## config.mk

```make
export PLATFORM = sky130hd
export DESIGN_NAME = ep_buf_flags
export DESIGN_NICKNAME = d
export VERILOG_FILES = /design/src/rtl/ep_buf_pkg.sv /design/src/rtl/ep_side_counter.sv /design/src/rtl/ep_own_fsm.sv /design/src/rtl/ep_req_flags.sv /design/src/rtl/ep_buf_flags.sv
export SDC_FILE = /design/constraint.sdc
export NUM_CORES = 1
export LEC_CHECK = 0
export BUFFER_PORTS_ARGS = -buffer_cell sky130_fd_sc_hd__buf_2
export CELL_PAD_IN_SITES_DETAIL_PLACEMENT = 0
export CELL_PAD_IN_SITES_GLOBAL_PLACEMENT = 2
export CORE_MARGIN = 2
export CORE_UTILIZATION = 34
export CTS_BUF_LIST = sky130_fd_sc_hd__clkbuf_16
export CTS_CLUSTER_DIAMETER = 50
export DETAILED_ROUTE_END_ITERATION = 8
export PLACE_DENSITY = 0.87
export SLEW_MARGIN = 20
export SYNTH_ARGS = -nofsm -noshare
export SYNTH_HDL_FRONTEND = slang
export SYNTH_SLANG_ARGS = --single-unit
```

## constraint.sdc

```tcl
create_clock -name clk -period 7.14 [get_ports clk]
set_input_delay 0.714 -clock clk [delete_from_list [all_inputs] [get_ports clk]]
set_output_delay 0.714 -clock clk [all_outputs]
set_load 0.005 [all_outputs]
```

## src/rtl/ep_buf_pkg.sv

```systemverilog
package ep_buf_pkg;

    typedef enum logic [1:0] {
        ST_INIT     = 2'd0,
        ST_CPU_OWN  = 2'd1,
        ST_USB_OWN  = 2'd2,
        ST_PINGPONG = 2'd3
    } own_state_e;

    localparam int FLAG_W   = 2;
    localparam int FLAG_SOD = 0;
    localparam int FLAG_EOD = 1;
    localparam int SIDE_N   = 2;
    localparam int SIDE_CPU = 0;
    localparam int SIDE_USB = 1;

endpackage

```

## src/rtl/ep_side_counter.sv

```systemverilog
module ep_side_counter #(
    parameter int CNT_W = 10
) (
    input  logic             clk,
    input  logic             rst_n,
    input  logic             clr,
    input  logic             inc,
    input  logic [CNT_W-1:0] limit,
    output logic [CNT_W-1:0] cnt,
    output logic             hit
);
    logic [CNT_W-1:0] cnt_inc;

    assign cnt_inc = cnt + 1'b1;
    assign hit     = inc && (cnt_inc == limit);

    always_ff @(posedge clk or negedge rst_n) begin
        if (!rst_n) begin
            cnt <= '0;
        end else if (clr) begin
            cnt <= '0;
        end else if (inc) begin
            cnt <= cnt_inc;
        end
    end
endmodule

```

## src/rtl/ep_own_fsm.sv

```systemverilog
module ep_own_fsm
    import ep_buf_pkg::*;
(
    input  logic clk,
    input  logic rst_n,
    input  logic cfg_dir_in,
    input  logic cfg_dual,
    input  logic cpu_wr,
    input  logic cpu_rd,
    input  logic usb_xfer,
    input  logic usb_status_phase,
    input  logic cpu_hit,
    input  logic usb_hit,
    output logic cpu_inc,
    output logic usb_inc,
    output logic cnt_clr,
    output logic cpu_wr_ok,
    output logic cpu_rd_ok,
    output logic sod_set,
    output logic eod_set,
    output logic cpu_page,
    output logic cpu_err
);
    own_state_e st_q, st_d;
    logic cpu_done_q, cpu_done_d;
    logic usb_done_q, usb_done_d;
    logic page_d;
    logic err_d;

    logic cpu_open, usb_open;
    logic hand_to_usb, hand_to_cpu, swap;
    logic cpu_fin, usb_fin;

    // state register
    always_ff @(posedge clk or negedge rst_n) begin
        if (!rst_n) begin
            st_q       <= ST_INIT;
            cpu_done_q <= 1'b0;
            usb_done_q <= 1'b0;
            cpu_page   <= 1'b0;
            cpu_err    <= 1'b0;
        end else begin
            st_q       <= st_d;
            cpu_done_q <= cpu_done_d;
            usb_done_q <= usb_done_d;
            cpu_page   <= page_d;
            cpu_err    <= err_d;
        end
    end

    // next state
    always_comb begin
        st_d       = st_q;
        cpu_done_d = cpu_done_q;
        usb_done_d = usb_done_q;
        page_d     = cpu_page;
        unique case (st_q)
            ST_INIT: begin
                if (cfg_dual) begin
                    st_d       = ST_PINGPONG;
                    usb_done_d = cfg_dir_in;
                    cpu_done_d = !cfg_dir_in;
                end else if (cfg_dir_in) begin
                    st_d = ST_CPU_OWN;
                end else begin
                    st_d = ST_USB_OWN;
                end
            end
            ST_CPU_OWN: begin
                if (hand_to_usb) st_d = ST_USB_OWN;
            end
            ST_USB_OWN: begin
                if (hand_to_cpu) st_d = ST_CPU_OWN;
            end
            ST_PINGPONG: begin
                if (swap) begin
                    cpu_done_d = 1'b0;
                    usb_done_d = 1'b0;
                    page_d     = !cpu_page;
                end else begin
                    cpu_done_d = cpu_fin;
                    usb_done_d = usb_fin;
                end
            end
            default: st_d = ST_INIT;
        endcase
    end

    // outputs
    always_comb begin
        cpu_open    = (st_q == ST_CPU_OWN) || ((st_q == ST_PINGPONG) && !cpu_done_q);
        usb_open    = (st_q == ST_USB_OWN) || ((st_q == ST_PINGPONG) && !usb_done_q);
        cpu_wr_ok   = cpu_open && cfg_dir_in;
        cpu_rd_ok   = cpu_open && !cfg_dir_in;
        cpu_inc     = (cpu_wr && cpu_wr_ok) || (cpu_rd && cpu_rd_ok);
        err_d       = (cpu_wr && !cpu_wr_ok) || (cpu_rd && !cpu_rd_ok);
        usb_inc     = usb_open && usb_xfer && !usb_status_phase;
        cpu_fin     = cpu_done_q || cpu_hit;
        usb_fin     = usb_done_q || usb_hit;
        hand_to_usb = (st_q == ST_CPU_OWN) && cpu_hit;
        hand_to_cpu = (st_q == ST_USB_OWN) && usb_hit;
        swap        = (st_q == ST_PINGPONG) && cpu_fin && usb_fin;
        eod_set     = hand_to_usb || swap;
        sod_set     = hand_to_cpu || swap;
        cnt_clr     = hand_to_usb || hand_to_cpu || swap;
    end
endmodule

```

## src/rtl/ep_req_flags.sv

```systemverilog
module ep_req_flags
    import ep_buf_pkg::*;
(
    input  logic              clk,
    input  logic              rst_n,
    input  logic              sod_set,
    input  logic              eod_set,
    input  logic              sod_clr,
    input  logic              rd,
    output logic [FLAG_W-1:0] flags
);
    logic [FLAG_W-1:0] set_v, clr_v;

    assign set_v[FLAG_SOD] = sod_set;
    assign set_v[FLAG_EOD] = eod_set;
    assign clr_v[FLAG_SOD] = rd || sod_clr;
    assign clr_v[FLAG_EOD] = rd;

    always_ff @(posedge clk or negedge rst_n) begin
        if (!rst_n) begin
            flags <= '0;
        end else begin
            flags <= (flags & ~clr_v) | set_v;
        end
    end
endmodule

```

## src/rtl/ep_buf_flags.sv

```systemverilog
module ep_buf_flags
    import ep_buf_pkg::*;
#(
    parameter int CNT_W = 10
) (
    input  logic             clk,
    input  logic             rst_n,
    input  logic             cfg_dir_in,
    input  logic             cfg_dual,
    input  logic             cfg_ep0,
    input  logic [CNT_W-1:0] cfg_max_len,
    input  logic [CNT_W-1:0] cfg_usb_len,
    input  logic             cpu_wr,
    input  logic             cpu_rd,
    input  logic             usb_wr,
    input  logic             usb_rd,
    input  logic             usb_setup,
    input  logic             usb_status_phase,
    input  logic             usb_status_in_done,
    input  logic             flags_rd,
    output logic [FLAG_W-1:0] flags_q,
    output logic [CNT_W-1:0] cpu_cnt,
    output logic [CNT_W-1:0] usb_cnt,
    output logic             cpu_wr_ok,
    output logic             cpu_rd_ok,
    output logic             cpu_err,
    output logic             cpu_page
);
    logic             usb_xfer;
    logic             cnt_clr;
    logic             sod_xfer, eod_set, sod_set, sod_clr;
    logic [SIDE_N-1:0] side_inc, side_hit;
    logic [CNT_W-1:0] side_lim [SIDE_N];
    logic [CNT_W-1:0] side_cnt [SIDE_N];

    assign usb_xfer           = cfg_dir_in ? usb_rd : usb_wr;
    assign side_lim[SIDE_CPU] = cfg_dir_in ? cfg_max_len : cfg_usb_len;
    assign side_lim[SIDE_USB] = cfg_usb_len;
    assign sod_set            = sod_xfer || (cfg_ep0 && usb_status_in_done);
    assign sod_clr            = cfg_ep0 && usb_setup;
    assign cpu_cnt            = side_cnt[SIDE_CPU];
    assign usb_cnt            = side_cnt[SIDE_USB];

    ep_own_fsm u_fsm (
        .clk              (clk),
        .rst_n            (rst_n),
        .cfg_dir_in       (cfg_dir_in),
        .cfg_dual         (cfg_dual),
        .cpu_wr           (cpu_wr),
        .cpu_rd           (cpu_rd),
        .usb_xfer         (usb_xfer),
        .usb_status_phase (usb_status_phase),
        .cpu_hit          (side_hit[SIDE_CPU]),
        .usb_hit          (side_hit[SIDE_USB]),
        .cpu_inc          (side_inc[SIDE_CPU]),
        .usb_inc          (side_inc[SIDE_USB]),
        .cnt_clr          (cnt_clr),
        .cpu_wr_ok        (cpu_wr_ok),
        .cpu_rd_ok        (cpu_rd_ok),
        .sod_set          (sod_xfer),
        .eod_set          (eod_set),
        .cpu_page         (cpu_page),
        .cpu_err          (cpu_err)
    );

    for (genvar s = 0; s < SIDE_N; s++) begin : g_side
        ep_side_counter #(.CNT_W(CNT_W)) u_cnt (
            .clk   (clk),
            .rst_n (rst_n),
            .clr   (cnt_clr),
            .inc   (side_inc[s]),
            .limit (side_lim[s]),
            .cnt   (side_cnt[s]),
            .hit   (side_hit[s])
        );
    end

    ep_req_flags u_flags (
        .clk     (clk),
        .rst_n   (rst_n),
        .sod_set (sod_set),
        .eod_set (eod_set),
        .sod_clr (sod_clr),
        .rd      (flags_rd),
        .flags   (flags_q)
    );
endmodule

```

==> metrics.txt <==
status finished, final reports clean; prevailing post-synth register cell dfrtp_1; met1 Resource Use GR 23.48%; RSZ-0062 raised after global routing false; global-route congestion overflow total 0; GP Congestion approximately 0.85; Placed Cells 405; critical path type input port to flop; Final WS setup 3.636 ns; hold buffer count at cts 0; CTS clk-pin slew, worst paths roughly 0.070 ns; grt peak-use layer met2; reg2reg start u_fsm.st_q[0]; Critical Path Sink Type flop; Slew @ Worst Pin 0.7357 ns; Seq/Total Area, Yosys 29.66%; Internal Dissipation 0.4442 mW; DRC 0; vias in the first global route 2,146; Area growth syn-to-layout 17.48%; worst endpoint required time 7.29 ns; worst vdd ir 0.0001033 V; Placeable Area 6756 um2; Starting Density 34.96%; count of final setup violators 0; Synth Register Bits 28; drt total wl 6558 um; Die Wd between 80 and 90 um; CTS max path bufs 2; initial antenna violation count 0; Clock Tree Root clkbuf_16; Rel. slew slack 50.86%; Max Fanout on Critical Path 18; Gate Count Post-Synth 280; routed via count between 2,000 and 2,500; combinational fraction of design power 47.1%; leading area contributor after synthesis dfrtp_1; top post-synthesis cells by count nand2_1 (41), xnor2_1 (31), nor3_1 (29); critical path data arrival time 3.65 ns; GR Layer Usage met3 2.844%; P_leak 1.253 nW; post-placement cell area 2696 um2; CTS resizes 0; fin crit period 3.504 ns; I/O pins 59; TritonCTS clock tree built; post-synthesis async set-or-reset flop share 100.0%; Routed Antenna Nets 0; design area about 2800 um2; DRT Pass-1 Iters 4; syn_nets 320; Tot GR Track Use 17.89%; ranking of synthesized cells by area dfrtp_1 (30%), xnor2_1 (11%), nand2_1 (6.5%); max-cap violations 0; Sink Count 28; max-slew violation count 0; Hold Path Class flop to flop; post-synth top area share 29.66%; Switching Fraction 40.53%; Buffers on Ports a little under 60; worst hold slack 0.4723 ns; Die ar. 7631 um2; Netlist Area Pre-Place 2362 um2; Seq pwr share between 30% and 40%; Vias per Instance roughly 5.3; synth warn 0; largest net degree at the start of global routing 29; M2 GR Usage 30.72%; clock network fraction of total power 17.6%; post-synthesis cell type count a little over 50; number of CTS-inserted buffers 3; dpl ws 3.342 ns; antenna cells 0; post-detail-place hpwl 5113 um; setup TNS 0 ns; Post-CTS Setup Bufs 0; Final #Nets 370; NetSw 0.3027 mW; H-tree Lvls 1; startpoint types input port; height of the die 87.36 um; worst-skew pair later-pin latency 0.27 ns; most frequent cell after synthesis nand2_1; skew final around 0.0067 ns; DR WL/cell 16.03 um; final hold vios 0; layout cells sized above 1 21.58%; Achievable Freq 0.2854 GHz; number of flops mapped to enable cells by yosys 0; global-route wire length before repair 10,530 um; Non-Filler Instances ~410; PwrDens 269.2 nW/um2; Avg Cell Area, Syn 8.437 um2; Starting DRT DRC Count 79; crit share post-route 49.08%; launch point of the worst path cfg_dir_in; Rows 30; origin of the worst min-delay path u_fsm.cpu_page
[metrics by stage]
| stage | power (mW) | util [%] |
|---|---|---|
| floorplan | 0.5113 | - |
| global placement | 0.6161 | 39.91 |
| detailed placement | 0.6187 | 39.91 |
| CTS | 0.7527 | 41.07 |
| global route | 0.8079 | 41.07 |
| finish | 0.7470 | 41.07 |
[kinds of logic (layout without fill, tap and decap cells)]
logic type	count (synthesis)	after routing	share of synthesized area [%]
and+or+nand+nor	122	122	25.26
xor gates and xnor gates	44	44	16.95
AOI/OAI and AO/OA	36	36	11.76
DFF	28	28	29.66
buffers and inverters	25	74	4.608
muxes	18	18	8.050
adders and majority gates	7	7	3.707
[cell type report]
class,count,area (um2)
clock buffer,3,75.07
clock inverter,1,3.754
fill,707,3981
inverter,10,37.54
multi-input combinational,227,1553
sequential,28,700.7
tap,80,100.1
timing repair buffer,60,305.3
[layout by cell type, fill, tap and decap left out, drive strengths merged, types with 2 or more instances in the layout]
master / synthesis / final
nor2b: 2 / 2
or3: 4 / 4
nor4b: 3 / 3
clkbuf: 12 / 3
nand3: 7 / 7
o21ai: 5 / 5
nor2: 15 / 15
nor3: 29 / 29
a31oi: 2 / 2
o211ai: 2 / 2
xnor2: 31 / 31
and3: 2 / 2
nand2b: 4 / 4
nand2: 41 / 41
a211oi: 5 / 5
ha: 7 / 7
nand4: 4 / 4
buf: 3 / 60
xor2: 12 / 12
mux2i: 13 / 13
mux2: 5 / 5
dfrtp: 28 / 28
nor3b: 4 / 4
inv: 10 / 10
a21oi: 7 / 7
nor4: 2 / 2
[power groups by stage]
stage          Sequential [mW]  Combinational, mW  Clock (mW)
6_report                 0.264              0.352       0.131
5_1_grt                  0.270              0.397       0.141
4_1_cts                  0.264              0.354       0.135
3_5_place_dp             0.267              0.352           0
3_3_place_gp             0.267              0.350           0
2_1_floorplan            0.242              0.270           0
[path summary, 6_finish.rpt]
kind                       cells past startpoint                endpoint  slack (ns)
max                                            9  g_side[0].u_cnt.cnt[4]        3.64
min                                            1          u_fsm.cpu_page        0.47
max reg2reg                                    9  g_side[0].u_cnt.cnt[4]        3.84
min reg2reg                                    1          u_fsm.cpu_page        0.47
max in group asynchronous                      1        u_fsm.usb_done_q        6.23
min in group asynchronous                      1  g_side[1].u_cnt.cnt[8]        0.48
[critical path, stage by stage]
cell       delay (ns)
buf_2            0.37
mux2i_1          0.16
a211oi_2         0.65
nor4b_1          0.30
o2111ai_1        0.17
or3_1            0.38
nor2_1           0.52
buf_4            0.30
nor3_1           0.07
[registers in the layout, summed over array words and instances, names as in the netlist]
signal,cells
u_fsm.usb_done_q,1
u_fsm.cpu_err,1
u_fsm.cpu_page,1
u_flags.flags,2
g_side.u_cnt.cnt,20
u_fsm.cpu_done_q,1
u_fsm.st_q,2
[routing by layer]
metal / share of wire [%] / routed length, um / vias up
li1: - / - / 1082
met1: 47 / 3078 / 1033
met2: 48 / 3165 / 51
met3: 3.8 / 252 / 5
met4: 0.93 / 61 / 0
met5: 0 / 0 / -
No activity file was read; power rests on OpenSTA's default activity.
